**src/rtl/uart_irq_pkg.sv**
```systemverilog
package uart_irq_pkg;

    localparam int IID_W   = 8;
    localparam int ERR_W   = 4;
    localparam int MDM_W   = 4;
    localparam int EN_W    = 4;
    localparam int CODE_W  = 2;
    localparam int PAD_W   = IID_W - CODE_W - 1;

    typedef enum logic [CODE_W-1:0] {
        SRC_MODEM  = 2'b00,
        SRC_THRE   = 2'b01,
        SRC_RXDATA = 2'b10,
        SRC_LINE   = 2'b11
    } irq_src_e;

    typedef struct packed {
        logic line;
        logic rxd;
        logic thre;
        logic modem;
    } pend_t;

    // enable field layout: 0 rx data, 1 holding empty, 2 line error, 3 modem
    function automatic pend_t en_to_mask(input logic [EN_W-1:0] en);
        pend_t m;
        m.rxd   = en[0];
        m.thre  = en[1];
        m.line  = en[2];
        m.modem = en[3];
        return m;
    endfunction

endpackage

```
**src/rtl/irq_event_flag.sv**
```systemverilog
module irq_event_flag #(
    parameter int EVW = 1
) (
    input  logic           clk,
    input  logic           rst_n,
    input  logic [EVW-1:0] set_i,
    input  logic           clr_i,
    output logic           pend_o
);

    typedef struct packed {
        logic pend;
    } flag_st_t;

    flag_st_t st_d, st_q;

    always_comb begin
        st_d = st_q;
        if (|set_i) begin
            st_d.pend = 1'b1;
        end else if (clr_i) begin
            st_d.pend = 1'b0;
        end
    end

    always_ff @(posedge clk) begin
        if (!rst_n) begin
            st_q <= '0;
        end else begin
            st_q <= st_d;
        end
    end

    assign pend_o = st_q.pend;

    // an event always leaves the flag set
    a_r12_event_sets: assert property (@(posedge clk) disable iff (!rst_n)
        (|set_i) |=> pend_o);

    // a lone clearing access leaves the flag cleared
    a_r6_lone_clear: assert property (@(posedge clk) disable iff (!rst_n)
        (clr_i && !(|set_i)) |=> !pend_o);

endmodule

```
**src/rtl/thre_arm.sv**
```systemverilog
module thre_arm (
    input  logic clk,
    input  logic rst_n,
    input  logic empty_i,
    input  logic thr_wr_i,
    input  logic iid_rd_i,
    input  logic shows_thre_i,
    output logic pend_o
);

    typedef struct packed {
        logic prev;
        logic pend;
    } arm_st_t;

    arm_st_t st_d, st_q;
    logic    rise;

    assign rise = empty_i && !st_q.prev;

    always_comb begin
        st_d      = st_q;
        st_d.prev = empty_i;
        if (rise) begin
            st_d.pend = 1'b1;
        end else if (thr_wr_i || (iid_rd_i && shows_thre_i)) begin
            st_d.pend = 1'b0;
        end
    end

    always_ff @(posedge clk) begin
        if (!rst_n) begin
            st_q.prev <= 1'b1;
            st_q.pend <= 1'b0;
        end else begin
            st_q <= st_d;
        end
    end

    assign pend_o = st_q.pend;

    a_r11_rise_arms: assert property (@(posedge clk) disable iff (!rst_n)
        rise |=> pend_o);

    a_r9_write_clears: assert property (@(posedge clk) disable iff (!rst_n)
        (thr_wr_i && !rise) |=> !pend_o);

    a_r10_other_read_keeps: assert property (@(posedge clk) disable iff (!rst_n)
        (pend_o && iid_rd_i && !shows_thre_i && !thr_wr_i) |=> pend_o);

endmodule

```
**src/rtl/irq_prio_enc.sv**
```systemverilog
module irq_prio_enc
    import uart_irq_pkg::*;
(
    input  pend_t             pend_i,
    input  logic [EN_W-1:0]   ier_i,
    input  logic              out2_i,
    output logic [IID_W-1:0]  iid_o,
    output logic              irq_o,
    output logic              shows_thre_o
);

    pend_t    act;
    irq_src_e code;
    logic     any;

    always_comb begin
        act  = pend_i & en_to_mask(ier_i);
        any  = |act;
        code = SRC_MODEM;
        if (act.line) begin
            code = SRC_LINE;
        end else if (act.rxd) begin
            code = SRC_RXDATA;
        end else if (act.thre) begin
            code = SRC_THRE;
        end
    end

    assign iid_o        = {{PAD_W{1'b0}}, code, ~any};
    assign irq_o        = any && out2_i;
    assign shows_thre_o = any && (code == SRC_THRE);

endmodule

```
**src/rtl/uart_irq_prioritizer.sv**
```systemverilog
module uart_irq_prioritizer
    import uart_irq_pkg::*;
(
    input  logic              clk,
    input  logic              rst_n,
    input  logic [ERR_W-1:0]  line_err_i,
    input  logic              rx_avail_i,
    input  logic              thr_empty_i,
    input  logic [MDM_W-1:0]  modem_delta_i,
    input  logic [EN_W-1:0]   ier_i,
    input  logic              out2_i,
    input  logic              iid_rd_i,
    input  logic              lsr_rd_i,
    input  logic              rbr_rd_i,
    input  logic              msr_rd_i,
    input  logic              thr_wr_i,
    output logic [IID_W-1:0]  iid_o,
    output logic              irq_o
);

    pend_t pend;
    logic  shows_thre;

    irq_event_flag #(.EVW(ERR_W)) u_line (
        .clk(clk), .rst_n(rst_n), .set_i(line_err_i),
        .clr_i(lsr_rd_i), .pend_o(pend.line)
    );

    irq_event_flag #(.EVW(1)) u_rxd (
        .clk(clk), .rst_n(rst_n), .set_i(rx_avail_i),
        .clr_i(rbr_rd_i), .pend_o(pend.rxd)
    );

    irq_event_flag #(.EVW(MDM_W)) u_modem (
        .clk(clk), .rst_n(rst_n), .set_i(modem_delta_i),
        .clr_i(msr_rd_i), .pend_o(pend.modem)
    );

    thre_arm u_thre (
        .clk(clk), .rst_n(rst_n), .empty_i(thr_empty_i),
        .thr_wr_i(thr_wr_i), .iid_rd_i(iid_rd_i),
        .shows_thre_i(shows_thre), .pend_o(pend.thre)
    );

    irq_prio_enc u_enc (
        .pend_i(pend), .ier_i(ier_i), .out2_i(out2_i),
        .iid_o(iid_o), .irq_o(irq_o), .shows_thre_o(shows_thre)
    );

    a_r3_upper_zero: assert property (@(posedge clk) disable iff (!rst_n)
        iid_o[IID_W-1:CODE_W+1] == '0);

    a_r5_gate_blocks: assert property (@(posedge clk) disable iff (!rst_n)
        !out2_i |-> !irq_o);

    a_r3_irq_has_code: assert property (@(posedge clk) disable iff (!rst_n)
        irq_o |-> !iid_o[0]);

    a_r2_line_first: assert property (@(posedge clk) disable iff (!rst_n)
        (pend.line && ier_i[2]) |-> (iid_o[2:0] == 3'b110));

endmodule

```
**config.mk**
```make
export PLATFORM = sky130hd
export DESIGN_NAME = uart_irq_prioritizer
export DESIGN_NICKNAME = d
export VERILOG_FILES = /design/src/rtl/uart_irq_pkg.sv /design/src/rtl/irq_event_flag.sv /design/src/rtl/thre_arm.sv /design/src/rtl/irq_prio_enc.sv /design/src/rtl/uart_irq_prioritizer.sv
export SDC_FILE = /design/constraint.sdc
export NUM_CORES = 1
export LEC_CHECK = 0
export BUFFER_PORTS_ARGS = -buffer_cell sky130_fd_sc_hd__buf_4
export CORE_AREA = 3 3 40 42
export DETAILED_ROUTE_END_ITERATION = 16
export DIE_AREA = 0 0 43 45
export GPL_ROUTABILITY_DRIVEN = 0
export PLACE_DENSITY = 0.61
export SLEW_MARGIN = 15
export SYNTH_ARGS = -nofsm -noshare
export SYNTH_HDL_FRONTEND = slang
export SYNTH_SLANG_ARGS = --single-unit
```
**constraint.sdc**
```tcl
create_clock -name clk -period 1.3 [get_ports clk]
set_clock_uncertainty 0.1 [all_clocks]
set_input_delay 0.26 -clock clk [delete_from_list [all_inputs] [get_ports clk]]
set_output_delay 0.26 -clock clk [all_outputs]
set_load 0.02 [all_outputs]
```
==> results.json, run 1 <==
{
  "hp-start": "thr_empty_i",
  "wl_um": 806,
  "grt_overflow": 0,
  "ys_warn_count": 0,
  "htreeDepth": 1,
  "dpl_worst_slack_ns": -0.169,
  "min_period_ns": 1.61,
  "synth_top_area_frac": 0.336,
  "rsz0062_at_grt": "true",
  "reg2regPathDepth": 5,
  "r2r_end": "u_thre.pend_o$_SDFFE_PN0P_",
  "grt_pass1_wl_um": 1320,
  "slew_viol_final": 0,
  "syn_to_final_growth_pct": 86.1,
  "finalCritPeriodShare": 1.24,
  "finalSetupTns_ns": -0.937,
  "crit_slowest_cell": "dfxtp_2",
  "drive_above_1_share": 0.597,
  "synth.distinct_cells": 16,
  "crit_required_ns": 0.94,
  "fmax_mhz": 621,
  "min_to": "u_thre.st_q[1]$_SDFF_PN1_",
  "synthTopCellsByArea": "dfxtp_1, buf_4, a221oi_4",
  "dpl.cell_count": 72,
  "crit_path_end_kind": "output port",
  "cp-start-kind": "register",
  "violations": "setup timing",
  "seq_area_frac_synth": 0.336,
  "fp.dieH_um": 45,
  "min_path_cells": 2,
  "grt_usage": 0.0960,
  "drtAntennaViolNets": 0,
  "postCtsHoldBufs": 0,
  "rrSetupSlack_ns": 0.06,
  "core_um2": 1280,
  "power.net_switching_uw": 137,
  "outcome": "complete, but fails checks",
  "grt_pass1_vias": 328,
  "top_usage_layer": "met2",
  "grt.met2_usage": 0.162,
  "final_hold_viol_count": 0,
  "first_pass_iters": 2,
  "cts.reportedPaths.clkPinSlew_ns": 0.04,
  "synth_area_um2": 298,
  "cts_tree": "yes",
  "finalNonFillerCells": 77,
  "cp_cell_sequence": "a22o_4 -> a221oi_4 -> buf_4",
  "start_util": 0.232,
  "drtIter0Drc": 4,
  "placed_cell_area_um2": 502,
  "vias": 330,
  "switching_share": 0.269,
  "yosysTopAreaCell": "dfxtp_1",
  "num_antenna_cells": 0,
  "setup_viol": 4,
  "crit_arrival_ns": 1.25,
  "yosys_register_bits": 5,
  "max-cap-violations": 0,
  "hold_path.class": "in2reg",
  "power_frac_comb": 0.301,
  "p_per_area_nw_per_um2": 917,
  "die_x_um": 43,
  "r2r-start": "u_line.pend_o$_SDFFE_PN0P_",
  "fin_nets": 85,
  "cts_made_buffers": 3,
  "clockPowerShare": 0.363,
  "fin_ws_ns": -0.311,
  "crit_fanout": 2,
  "grt_antenna_before_repair": 0,
  "synthCells": 31,
  "grt_max_degree": 6,
  "power_frac_seq": 0.336,
  "met3_usage": 0.0797,
  "nFillCells": 139,
  "syn_avg_cell_area_um2": 9.61,
  "clk_latency_ns": 0.25,
  "cts_buffer_depth": 2,
  "rows": 13,
  "final-seq-area_um2": 103,
  "stdcell_area_um2": 554,
  "power_leakage_uw": 0.000270,
  "via_per_inst": 4.29,
  "pin_count": 31,
  "io_buffers": 25,
  "met1_usage": 0.0922,
  "vdd_drop_max_mv": 0.464,
  "drc": 0,
  "multi_input_area_um2": 181,
  "p_int_uw": 371,
  "cts.sinks": 5,
  "wl_per_cell_um": 10.5,
  "slowest_delay_ns": 0.31,
  "cts-root-buf": "clkbuf_4",
  "die_area_um2": 1940,
  "worstSetupPathType": "reg2out"
}
[state kept, by name, indices dropped and copies added, names as in the netlist]
name and cells:
u_line.pend_o 1, u_modem.pend_o 1, u_rxd.pend_o 1, u_thre.pend_o 1
u_thre.st_q 1
[placed cells by master (no fill, tap or decap), types with 2 or more instances in the layout]
cell,n
dfxtp_1,3
dfxtp_2,2
clkbuf_4,3
conb_1,5
nand2_1,2
buf_6,4
nor4_1,2
a21boi_0,2
nor2b_1,3
buf_4,24
nand2b_1,3
[repair_timing]
action	CTS	global route
pin swaps	0	1
setup buffers	1	0
resized for setup	7	0
setup endpoints to repair	4	4
[per-stage QoR]
stage | hold slack, ns | total power (µW) | util
after floorplan | 0.233 | 245 | -
after global placement | 0.355 | 313 | 0.390
after detailed placement | 0.359 | 315 | 0.390
after CTS | 0.103 | 520 | 0.431
after global routing | 0.111 | 547 | 0.431
final | 0.114 | 508 | 0.431
[power groups by stage]
stage	combinational, µW	clock, µW	sequential (µW)
finish	153	184	170
global route	164	212	171
CTS	155	195	170
detailed placement	142	0	172
global placement	140	0	173
floorplan	74.1	0	171
[synth_stat cells]
| master | n |
|---|---|
| a221oi_4 | 1 |
| nor2b_1 | 3 |
| nor2_1 | 1 |
| dfxtp_1 | 5 |
| nor2b_2 | 1 |
| nor4_1 | 2 |
| buf_4 | 5 |
| a32o_1 | 1 |
| nor3_1 | 1 |
| nand2b_1 | 3 |
| a21boi_0 | 2 |
| nand2_1 | 2 |
| conb_1 | 1 |
| a22o_4 | 1 |
| o21ai_0 | 1 |
| o21a_1 | 1 |
[worst max-delay path, delay by kind of cell (launching register included)]
| family | cells | cell delay (ns) |
|---|---|---|
| buffers and inverters | 1 | 0.20 |
| AO/OA/AOI/OAI | 2 | 0.50 |
| flip-flops | 1 | 0.31 |
[how the worst max path moves through the flow]
stage                          startpoint  endpoint  depth (start not counted)
6_report       u_line.pend_o$_SDFFE_PN0P_  iid_o[0]                          3
5_1_grt        u_line.pend_o$_SDFFE_PN0P_  iid_o[0]                          3
4_1_cts        u_line.pend_o$_SDFFE_PN0P_  iid_o[0]                          3
3_5_place_dp                     ier_i[2]     irq_o                          5
3_3_place_gp                     ier_i[2]     irq_o                          5
2_1_floorplan  u_line.pend_o$_SDFFE_PN0P_     irq_o                          3
[logic make-up after synthesis]
family / count (synthesis) / synth area share
buffers and inverters: 5 / 0.126
AND/OR/NAND/NOR: 13 / 0.252
other: 1 / 0.0126
flip-flops: 5 / 0.336
AO/OA/AOI/OAI: 7 / 0.273
[layout make-up]
cell class,count,area share
timing repair buffer,28,0.406
multi-input combinational,25,0.327
sequential,5,0.185
clock buffer,4,0.0474
tap,15,0.0339
[metal layers]
layer,part of all wire,vias to the layer above
met4,0,0
met2,0.49,19
met5,0,-
met3,0.14,0
met1,0.37,148
li1,-,163
Power figures use the tool's default switching activity.
==> inputs of run 2 (changes only) <==
SKIP_CTS_REPAIR_TIMING = 1   (was not set)
==> results.json, run 2 (same netlist as run 1, synthesis figures left out) <==
{
  "grt_pass1_vias": 318,
  "grt_max_degree": 6,
  "min_path_cells": 2,
  "crit_path_end_kind": "output port",
  "grt_pass1_wl_um": 1270,
  "cts.sinks": 5,
  "max-cap-violations": 0,
  "io_buffers": 25,
  "vdd_drop_max_mv": 0.463,
  "crit_fanout": 2,
  "fp.dieH_um": 45,
  "die_area_um2": 1940,
  "pin_count": 31,
  "via_per_inst": 4.29,
  "hold_path.class": "in2reg",
  "fin_nets": 85,
  "dpl_worst_slack_ns": -0.169,
  "worstSetupPathType": "reg2out",
  "clockPowerShare": 0.363,
  "switching_share": 0.269,
  "multi_input_area_um2": 181,
  "num_antenna_cells": 0,
  "grt_overflow": 0,
  "cts_tree": "yes",
  "r2r-start": "u_line.pend_o$_SDFFE_PN0P_",
  "cts_buffer_depth": 2,
  "crit_required_ns": 0.94,
  "wl_um": 804,
  "rsz0062_at_grt": "true",
  "nFillCells": 142,
  "clk_latency_ns": 0.25,
  "wl_per_cell_um": 10.4,
  "layout_commonest_cell": "buf_4",
  "min_period_ns": 1.61,
  "final_hold_viol_count": 0,
  "cp-start-kind": "register",
  "fmax_mhz": 621,
  "cts_made_buffers": 3,
  "crit_slowest_cell": "dfxtp_2",
  "core_um2": 1280,
  "worstSetupStartpoint": "u_line.pend_o$_SDFFE_PN0P_",
  "setup_viol": 4,
  "first_pass_iters": 2,
  "vias": 330,
  "syn_to_final_growth_pct": 86.1,
  "reg2regPathDepth": 5,
  "final-seq-area_um2": 103,
  "grt_antenna_before_repair": 0,
  "crit_arrival_ns": 1.25,
  "outcome": "complete, but fails checks",
  "power_frac_comb": 0.301,
  "grt_usage": 0.0927,
  "violations": "setup timing",
  "drtIter0Drc": 4,
  "drive_above_1_share": 0.597,
  "fin_hold_ws_ns": 0.114,
  "drtAntennaViolNets": 0,
  "p_int_uw": 371,
  "die_x_um": 43,
  "p_per_area_nw_per_um2": 917,
  "power.net_switching_uw": 137,
  "slowest_delay_ns": 0.31,
  "finalCritPeriodShare": 1.24,
  "drc": 0,
  "cts.reportedPaths.clkPinSlew_ns": 0.04,
  "htreeDepth": 1,
  "power_frac_seq": 0.336,
  "power_leakage_uw": 0.000270,
  "cp_cell_sequence": "a22o_4 -> a221oi_4 -> buf_4",
  "final_cell_mix": "buf_4, conb_1, buf_6",
  "hp-start": "thr_empty_i",
  "slew_viol_final": 0,
  "finalSetupTns_ns": -0.936,
  "fin_ws_ns": -0.310,
  "rows": 13,
  "cts-root-buf": "clkbuf_4",
  "start_util": 0.232
}
run 2: path summary, 6_finish.rpt:
| check | to | slack (ns) |
|---|---|---|
| setup / recovery | iid_o[0] | -0.31 |
| hold / removal | u_thre.st_q[1]$_SDFF_PN1_ | 0.11 |
| hold reg to reg | u_modem.pend_o$_SDFFE_PN0P_ | 0.42 |
| setup reg to reg | u_thre.pend_o$_SDFFE_PN0P_ | 0.06 |
run 2: metrics by stage:
step	area (µm²)	cells	power, µW	util
6_report	554	77	508	0.431
5_1_grt	554	77	547	0.431
4_1_cts	528	76	507	0.411
3_5_place_dp	502	72	315	0.390
3_3_place_gp	502	72	313	0.390
2_1_floorplan	318	35	245	-
run 2: cell type report:
| type | instances | share of cell area |
|---|---|---|
| Timing Repair Buffer | 28 | 0.406 |
| Sequential cell | 5 | 0.185 |
| Clock buffer | 4 | 0.0474 |
| Multi-Input combinational cell | 25 | 0.327 |
| Tap cell | 15 | 0.0339 |
run 2: routing by layer:
metal  GRT usage  vias up  share of wire
li1            -      163              -
met5           0        -              0
met1      0.0922      148           0.37
met2       0.150       19           0.49
met4      0.0181        0              0
met3      0.0797        0           0.14
run 2: worst max-delay path, delay by kind of cell, from the launching register on:
kind	cells	cell delay [ns]
AO/OA/AOI/OAI	2	0.50
flip-flops	1	0.31
buffers and inverters	1	0.20
run 2: power groups by stage:
| stage | Combinational (µW) | Clock, µW | Sequential (µW) |
|---|---|---|---|
| 6_report | 153 | 184 | 170 |
| 5_1_grt | 164 | 212 | 171 |
| 4_1_cts | 143 | 195 | 169 |
| 3_5_place_dp | 142 | 0 | 172 |
| 3_3_place_gp | 140 | 0 | 173 |
| 2_1_floorplan | 74.1 | 0 | 171 |
